==> config.mk <==
export PLATFORM = sky130hd
export DESIGN_NAME = fpx_csr
export DESIGN_NICKNAME = d
export VERILOG_FILES = /design/src/rtl/fpx_pkg.sv /design/src/rtl/fpx_enable_reg.sv /design/src/rtl/fpx_sticky_bank.sv /design/src/rtl/fpx_irq_gen.sv /design/src/rtl/fpx_csr.sv
export SDC_FILE = /design/constraint.sdc
export NUM_CORES = 1
export LEC_CHECK = 0
export ABC_AREA = 1
export BUFFER_PORTS_ARGS = -buffer_cell sky130_fd_sc_hd__buf_2
export CORE_AREA = 2 2 43 45
export DETAILED_ROUTE_END_ITERATION = 10
export DIE_AREA = 0 0 45 47
export PLACE_DENSITY = 0.72
export SLEW_MARGIN = 0
export SYNTH_ARGS = -nofsm -noshare
export SYNTH_HDL_FRONTEND = slang
export SYNTH_SLANG_ARGS = --single-unit
==> constraint.sdc <==
create_clock -name clk -period 1.95 [get_ports clk]
set_input_delay 0.0975 -clock clk [delete_from_list [all_inputs] [get_ports clk]]
set_output_delay 0.0975 -clock clk [all_outputs]
set_load 0.02 [all_outputs]
==> src/rtl/fpx_pkg.sv <==
// Package: shared field sizes, bit indices and register layout for the
// floating-point exception register. Assumes five exception kinds.
package fpx_pkg;
    localparam int NUM_EXC  = 5;
    localparam int IDX_INV  = 0;
    localparam int IDX_DBZ  = 1;
    localparam int IDX_UNF  = 2;
    localparam int IDX_OVF  = 3;
    localparam int IDX_INX  = 4;
    localparam int EN_LSB   = 0;
    localparam int STK_LSB  = EN_LSB + NUM_EXC;
    localparam int STS_LSB  = STK_LSB + NUM_EXC;
    localparam int WDATA_W  = STS_LSB;
    localparam int RDATA_W  = STS_LSB + NUM_EXC;
    typedef logic [NUM_EXC-1:0] exc_vec_t;
endpackage

==> src/rtl/fpx_enable_reg.sv <==
// Module: exception enable register. Software-written only; hardware never
// changes it. Assumes reg_wr is a single-cycle qualified write strobe.
module fpx_enable_reg
    import fpx_pkg::*;
(
    input  logic     clk,
    input  logic     rst_n,
    input  logic     sw_wr,
    input  exc_vec_t sw_enable,
    output exc_vec_t enable
);
    // Load enables on a software write; clear on reset.
    always_ff @(posedge clk) begin
        if (!rst_n)
            enable <= '0;
        else if (sw_wr)
            enable <= sw_enable;
    end

    AST_EN_HOLD: assert property (@(posedge clk) disable iff (!rst_n)
        !sw_wr |=> $stable(enable));
endmodule

==> src/rtl/fpx_sticky_bank.sv <==
// Module: sticky and last-operation flag storage, one slice per exception
// kind. A hardware set beats a software write on the same bit and cycle.
// Assumes op_flags is meaningful only while op_valid is high.
module fpx_sticky_bank
    import fpx_pkg::*;
(
    input  logic     clk,
    input  logic     rst_n,
    input  logic     op_valid,
    input  exc_vec_t op_flags,
    input  logic     sw_wr,
    input  exc_vec_t sw_sticky,
    output exc_vec_t sticky,
    output exc_vec_t status
);
    for (genvar i = 0; i < NUM_EXC; i++) begin : g_slice
        logic set_i;
        logic base_i;

        // Decide the hardware set and the software-selected base value.
        always_comb begin
            set_i  = op_valid & op_flags[i];
            base_i = sw_wr ? sw_sticky[i] : sticky[i];
        end

        // Sticky bit: base value ORed with the hardware set.
        always_ff @(posedge clk) begin
            if (!rst_n)
                sticky[i] <= 1'b0;
            else
                sticky[i] <= base_i | set_i;
        end

        // Last-operation flag: overwritten on every valid operation.
        always_ff @(posedge clk) begin
            if (!rst_n)
                status[i] <= 1'b0;
            else if (op_valid)
                status[i] <= op_flags[i];
        end
    end

    AST_STICKY_SET: assert property (@(posedge clk) disable iff (!rst_n)
        op_valid |=> ((sticky & $past(op_flags)) == $past(op_flags)));
    AST_STICKY_NO_HW_CLEAR: assert property (@(posedge clk) disable iff (!rst_n)
        !sw_wr |=> ((sticky & $past(sticky)) == $past(sticky)));
    AST_STICKY_IDLE: assert property (@(posedge clk) disable iff (!rst_n)
        (!op_valid && !sw_wr) |=> ($stable(sticky) && $stable(status)));
    AST_STATUS_COPY: assert property (@(posedge clk) disable iff (!rst_n)
        op_valid |=> (status == $past(op_flags)));
endmodule

==> src/rtl/fpx_irq_gen.sv <==
// Module: interrupt request decode. It registers one-cycle data and round
// request pulses from the flags and enables in effect before the edge.
// Assumes the interrupt controller samples a pulse in its single cycle.
module fpx_irq_gen
    import fpx_pkg::*;
(
    input  logic     clk,
    input  logic     rst_n,
    input  logic     op_valid,
    input  exc_vec_t op_flags,
    input  exc_vec_t enable,
    output logic     data_irq,
    output logic     round_irq
);
    localparam exc_vec_t DATA_MASK = exc_vec_t'((1 << IDX_INV) | (1 << IDX_DBZ) |
                                                (1 << IDX_UNF) | (1 << IDX_OVF));
    exc_vec_t hit;
    logic     data_req;
    logic     round_req;

    // Find the enabled flags of the completing operation.
    always_comb begin
        hit       = op_valid ? (op_flags & enable) : '0;
        data_req  = |(hit & DATA_MASK);
        round_req = hit[IDX_INX];
    end

    // Register the requests into single-cycle pulses.
    always_ff @(posedge clk) begin
        if (!rst_n) begin
            data_irq  <= 1'b0;
            round_irq <= 1'b0;
        end else begin
            data_irq  <= data_req;
            round_irq <= round_req;
        end
    end

    AST_DATA_NEEDS_OP: assert property (@(posedge clk) disable iff (!rst_n)
        data_irq |-> $past(op_valid));
    AST_ROUND_NEEDS_EN: assert property (@(posedge clk) disable iff (!rst_n)
        round_irq |-> ($past(enable[IDX_INX]) && $past(op_flags[IDX_INX])));
    AST_MASKED_SILENT: assert property (@(posedge clk) disable iff (!rst_n)
        (enable == '0) |=> (!data_irq && !round_irq));
endmodule

==> src/rtl/fpx_csr.sv <==
// Module: top of the floating-point exception control/status register.
// It joins the enable register, the sticky bank and the interrupt decode,
// and presents one read word. Assumes a single register address decoded
// outside this block into reg_wr.
module fpx_csr
    import fpx_pkg::*;
(
    input  logic               clk,
    input  logic               rst_n,
    input  logic               op_valid,
    input  logic [NUM_EXC-1:0] op_flags,
    input  logic               reg_wr,
    input  logic [WDATA_W-1:0] reg_wdata,
    output logic [RDATA_W-1:0] reg_rdata,
    output logic               data_irq,
    output logic               round_irq
);
    exc_vec_t enable;
    exc_vec_t sticky;
    exc_vec_t status;

    fpx_enable_reg u_en (
        .clk       (clk),
        .rst_n     (rst_n),
        .sw_wr     (reg_wr),
        .sw_enable (reg_wdata[EN_LSB +: NUM_EXC]),
        .enable    (enable)
    );

    fpx_sticky_bank u_stk (
        .clk       (clk),
        .rst_n     (rst_n),
        .op_valid  (op_valid),
        .op_flags  (op_flags),
        .sw_wr     (reg_wr),
        .sw_sticky (reg_wdata[STK_LSB +: NUM_EXC]),
        .sticky    (sticky),
        .status    (status)
    );

    fpx_irq_gen u_irq (
        .clk       (clk),
        .rst_n     (rst_n),
        .op_valid  (op_valid),
        .op_flags  (op_flags),
        .enable    (enable),
        .data_irq  (data_irq),
        .round_irq (round_irq)
    );

    // Assemble the read word from the three fields.
    always_comb begin
        reg_rdata                       = '0;
        reg_rdata[EN_LSB  +: NUM_EXC]   = enable;
        reg_rdata[STK_LSB +: NUM_EXC]   = sticky;
        reg_rdata[STS_LSB +: NUM_EXC]   = status;
    end

    AST_NO_IRQ_IN_RESET: assert property (@(posedge clk)
        $past(!rst_n) |-> (!data_irq && !round_irq));
endmodule

==> results of run 1 <==
==> kinds of logic after synthesis <==
group / count (synthesis)
buffers and inverters: 8
AND/OR/NAND/NOR: 37
AO/OA/AOI/OAI: 16
flip-flops: 17
==> synth_stat cells <==
master / count
nand2_2: 5
nand2_1: 17
buf_12: 1
nand3_1: 4
dfxtp_1: 17
nor2_1: 10
buf_6: 3
o21ai_0: 5
inv_6: 1
a31oi_2: 5
a21oi_1: 6
inv_2: 1
inv_1: 2
nor3_1: 1
==> sequential cells by signal (all words and copies together), names as in the netlist <==
name             cells
u_en.enable          5
u_stk.status         5
u_stk.sticky         5
u_irq.data_irq       1
u_irq.round_irq      1
==> power breakdown <==
part	leakage (nW)	total (mW)	internal [mW]	switching, mW
logic	0.267	0.124	0.0467	0.0774
clock network	0.0177	0.186	0.0763	0.110
registers	0.141	0.382	0.370	0.0123
==> tightest hold or removal path, delay by kind of cell <==
kind	cells	cell delay (ps)
simple gates	2	110
buf+inv	1	70
==> layer usage <==
metal | vias to the layer above | track usage, % | routed length [microns]
met5 | - | 0 | 0
met4 | 0 | 5.29 | 19
met3 | 4 | 4.23 | 113
met2 | 24 | 23.7 | 666
met1 | 279 | 20.8 | 643
li1 | 327 | - | -
==> metrics by stage <==
| step | power, mW | setup WS (ps) | utilization [%] | instance area [sq um] |
|---|---|---|---|---|
| after global routing | 0.727 | 981 | 52.0 | 860 |
| final | 0.692 | 1020 | 52.0 | 860 |
| after floorplan | 0.475 | 1200 | - | 689 |
| after detailed placement | 0.515 | 1220 | 50.4 | 832 |
| after global placement | 0.513 | 1250 | 50.4 | 832 |
| after CTS | 0.698 | 1010 | 52.0 | 860 |
==> final timing paths <==
path / startpoint / endpoint / slack, ps / depth (start not counted)
hold / removal: reg_wdata[0] / u_en.enable[0] / 30 / 3
setup reg to reg: u_en.enable[0] / u_irq.data_irq / 1230 / 4
hold reg to reg: u_stk.status[3] / u_stk.status[3] / 460 / 2
setup / recovery: u_stk.sticky[4] / reg_rdata[9] / 1020 / 1
==> placed cells by master (no fill, tap or decap) <==
cell type	count
nand3_1	4
a21oi_1	6
nand2_2	5
o21ai_0	5
clkbuf_4	3
inv_1	2
a31oi_2	5
dfxtp_1	17
clkinv_2	1
inv_6	1
nor2_1	10
inv_2	1
buf_2	35
nand2_1	17
nor3_1	1
==> final cells by class <==
type	count	area, sq um
clock buffer	3	22.5
clock inverter	1	5.00
inverter	4	20.0
fill	184	792
timing repair buffer	35	175
sequential	17	340
multi-input combinational	53	275
tap	17	21.3
==> results_dict.tcl, run 1 <==
set metrics [dict create \
    outcome "completed" \
    synth_top_cell_by_area "dfxtp_1" \
    dieArea_sq_um 2120 \
    clockBufferDepth 2 \
    crit_chain "buf_2" \
    grt_first_pass_wirelength_microns 2370 \
    clk_pin_slew_ps 100 \
    yosys_warnings 0 \
    cts-buffers-inserted 3 \
    p_leak_nw 0.426 \
    num_rows 15 \
    critPathTopFamily "flip-flops" \
    routedWlPerCell_microns 11.1 \
    fin_crit_sh_pct 47.7 \
    slew_violations 0 \
    path_class "register to primary output" \
    irDropWorstVdd_mv 0.492 \
    synthDistinctLibCells 14 \
    end_kind "primary output" \
    start_util_pct 41.7 \
    dr.pass1.iters 5 \
    place_inst 126 \
    slowest_delay_ps 370 \
    ant_nets 0 \
    syn_nets 97 \
    yosysSeqAreaShare_pct 49.4 \
    grt_max_degree 13 \
    netlist_area_sq_um 689 \
    clock-sinks 17 \
    rsz0062_at_grt "false" \
    critPathRequiredTime_ps 1850 \
    syn-instance-count 78 \
    period_needed_ps 930 \
    viasPerCell 4.88 \
    cp_data_arrival_time_ps 830 \
    syn2layout_area_growth_pct 24.7 \
    yosys-mux-area-fraction_pct 0 \
    num_antenna_cells 0 \
    synthAdderAreaFrac_pct 0 \
    setup_viol 0 \
    grt_pass1_vias 548 \
    dpl.hpwl_microns 1120 \
    drc 0 \
    synth_area_leaders "dfxtp_1 (49%), nand2_1 (9.3%), a31oi_2 (9.1%), nor2_1 (5.4%), buf_6 (4.9%)" \
    num_vias 634 \
    gr-total-overflow 0 \
    avgSynthCellArea_sq_um 8.84 \
    cp_max_fo 2 \
    hold_path_class "input pin to register" \
    grt_use_total_pct 15.4 \
    hold_viol 0 \
    gp_congestion 0.701 \
    cts_tree "done" \
    start_kind "register" \
    cts_setup_buffers 0 \
    timing.slew.headroom_pct 83.8 \
    drt_wl_total_microns 1440 \
    ctsHoldBuffers 0 \
    synth_top_cell_area_share_pct 49.4 \
    synth_top_family_by_area "simple AND/OR/NAND/NOR gates" \
    drt-initial-drc-count 7 \
    crit_buf_inv 1 \
    fmax_mhz 1080 \
    antenna_found_initial 0 \
    cts_root_buf "clkbuf_4" \
    io_buffers 35 \
    powerDensity_nw_per_um2 806 \
    drv_cap 0 \
    tns_ps 0 \
    fin_skew_ps 4.65 \
    synthSimpleGateAreaFrac_pct 22.9 \
    die_w_microns 45 \
    cts_max_level 1 \
    worst_pin_slew_ps 243 \
    final_cell_count_no_fill 130 \
    placeableCoreArea_sq_um 1650 \
    synthXorXnorAreaFrac_pct 0 \
    clk_latency_ps 290 \
    cts_resized 0 \
    fp.dieH_microns 47 \
    synth-compound-area-share_pct 17.1 \
    ys_ff_latch 17 \
    cpMaxStageDelayCell "dfxtp_1" \
    nets 133 \
    holdWs_ps 25.7 \
    io_pins 36 \
    drive_above_1_share_pct 45.1 \
]
(Power assumes the default switching activity.)
==> run 2, diff against run 1 <==
--- a/config.mk
+++ b/config.mk
@@ -7,10 +7,10 @@
 export LEC_CHECK = 0
 export ABC_AREA = 1
 export BUFFER_PORTS_ARGS = -buffer_cell sky130_fd_sc_hd__buf_2
-export CORE_AREA = 2 2 43 45
+export CORE_AREA = 2 2 44 46
 export DETAILED_ROUTE_END_ITERATION = 10
-export DIE_AREA = 0 0 45 47
-export PLACE_DENSITY = 0.72
+export DIE_AREA = 0 0 46 48
+export PLACE_DENSITY = 0.69
 export SLEW_MARGIN = 0
 export SYNTH_ARGS = -nofsm -noshare
 export SYNTH_HDL_FRONTEND = slang
==> constraint.sdc (replaced) <==
create_clock -name clk -period 0.9 [get_ports clk]
set_input_delay 0.045 -clock clk [delete_from_list [all_inputs] [get_ports clk]]
set_output_delay 0.045 -clock clk [all_outputs]
set_load 0.02 [all_outputs]
==> results_dict.tcl, run 2 (synthesized netlist as in run 1, its figures left out) <==
set metrics [dict create \
    final_common_cell "buf_2" \
    fin_skew_ps 0.330 \
    grt_first_pass_wirelength_microns 2190 \
    timing.slew.headroom_pct 82.9 \
    clk_pin_slew_ps 100 \
    io_buffers 35 \
    gr-total-overflow 0 \
    placeableCoreArea_sq_um 1690 \
    drive_above_1_share_pct 42.7 \
    top_layer "met3" \
    dpl.hpwl_microns 1190 \
    syn2layout_area_growth_pct 32.1 \
    utilization_pct 53.9 \
    period_needed_ps 864 \
    fmax_mhz 1160 \
    num_rows 15 \
    reg.largest.list "u_en.enable: 5 flops, u_stk.status: 5 flops, u_stk.sticky: 5 flops" \
    crit_chain "buf_4" \
    cp_data_arrival_time_ps 820 \
    drt_wl_total_microns 1600 \
    powerDensity_nw_per_um2 1680 \
    critPathRequiredTime_ps 850 \
    setup_viol 0 \
    start_kind "register" \
    final_cell_count_no_fill 134 \
    dieArea_sq_um 2210 \
    final_cell_mix "buf_2 (30), nand2_1 (17), dfxtp_1 (17)" \
    met2WireLength_microns 783 \
    drc 0 \
    end_kind "primary output" \
    viasPerCell 4.83 \
    gp_congestion 0.735 \
    grt_use_total_pct 14.3 \
    path_class "register to primary output" \
    cts-buffers-inserted 3 \
    cts_max_level 1 \
    grt_pass1_vias 512 \
    ant_nets 0 \
    slowest_delay_ps 380 \
    grt_max_degree 13 \
    start_util_pct 40.8 \
    dr.pass1.iters 4 \
    worst_pin_slew_ps 255 \
    die_w_microns 46 \
    fp.dieH_microns 48 \
    cts_tree "done" \
    cp_max_fo 2 \
    cts_root_buf "clkbuf_4" \
    power.total_mw 1.53 \
    fillCellCount 178 \
    crit_buf_inv 1 \
    p_leak_nw 0.441 \
    num_antenna_cells 0 \
    wl_met3_microns 97 \
    cpMaxStageDelayCell "dfxtp_1" \
    drt-initial-drc-count 20 \
    nets 137 \
    drv_cap 0 \
    antenna_found_initial 0 \
    clockBufferDepth 2 \
    slew_violations 0 \
    clk_latency_ps 280 \
    place_inst 126 \
    hold_viol 0 \
    drt-met1-wl_microns 721 \
    critPathTopFamily "flip-flops" \
    io_pins 36 \
    hold_path_class "input pin to register" \
    routedWlPerCell_microns 12.0 \
    outcome "completed" \
    clock-sinks 17 \
    irDropWorstVdd_mv 0.941 \
    fin_crit_sh_pct 96.0 \
    num_vias 647 \
]
run 2: cell types whose count changed in the layout (fill, tap and decap cells not counted):
cell	delta
buf_2	-5
buf_4	+5
dlygate4sd3_1	+4
clkbuf_1	+1
clkinv_2	-1
run 2: per-stage QoR:
stage / hold slack, ps / setup WS (ps) / instance area, sq um / setup TNS [ps]
6_report: 35.3 / 36.1 / 911 / 0
5_1_grt: 39.5 / -5.00 / 911 / -5.00
4_1_cts: 30.5 / 20.1 / 898 / 0
3_5_place_dp: 277 / 207 / 832 / 0
3_3_place_gp: 278 / 205 / 832 / 0
2_1_floorplan: 180 / 149 / 689 / 0
run 2: per-layer routing:
| metal | track usage [%] | vias up |
|---|---|---|
| met4 | 5.14 | 0 |
| li1 | - | 332 |
| met2 | 22.8 | 23 |
| met5 | 0 | - |
| met3 | 3.40 | 0 |
| met1 | 18.9 | 292 |
run 2: area by class of cell:
class                   instances  area [sq um]  area share [%]
multi-input cells              53           275            30.2
flip-flops and latches         17           340            37.4
repair buffers                 39           228            25.0
well taps                      17          21.3            2.34
clock buffers                   4          26.3            2.88
inverters                       4          20.0            2.20
run 2: worst paths after layout:
| path | start | endpoint | slack (ps) | cells after the start |
|---|---|---|---|---|
| setup / recovery | u_stk.sticky[2] | reg_rdata[7] | 40 | 1 |
| hold reg to reg | u_stk.status[4] | u_stk.status[4] | 460 | 2 |
| hold / removal | rst_n | u_en.enable[0] | 40 | 3 |
| setup reg to reg | u_en.enable[3] | u_irq.data_irq | 190 | 4 |
run 2: power by group:
group          switching [mW]  internal (mW)  leakage (nW)  total (mW)
clock network           0.234          0.172        0.0150       0.406
registers              0.0281          0.801         0.141       0.829
logic                   0.172          0.121         0.286       0.294
total                   0.435           1.09         0.441        1.53
run 2: repair_timing:
item                                    CTS  global route
resized for setup                         0             5
hold buffers                              4             0
buffers inserted                          0             0
hold endpoints to repair                  4             0
endpoints found under the setup margin    0             5
run 2: worst min-delay path, delay by kind of cell:
kind / cells / cell delay, ps
AND/OR/NAND/NOR: 1 / 40
AO/OA/AOI/OAI: 1 / 70
buffers and inverters: 1 / 130
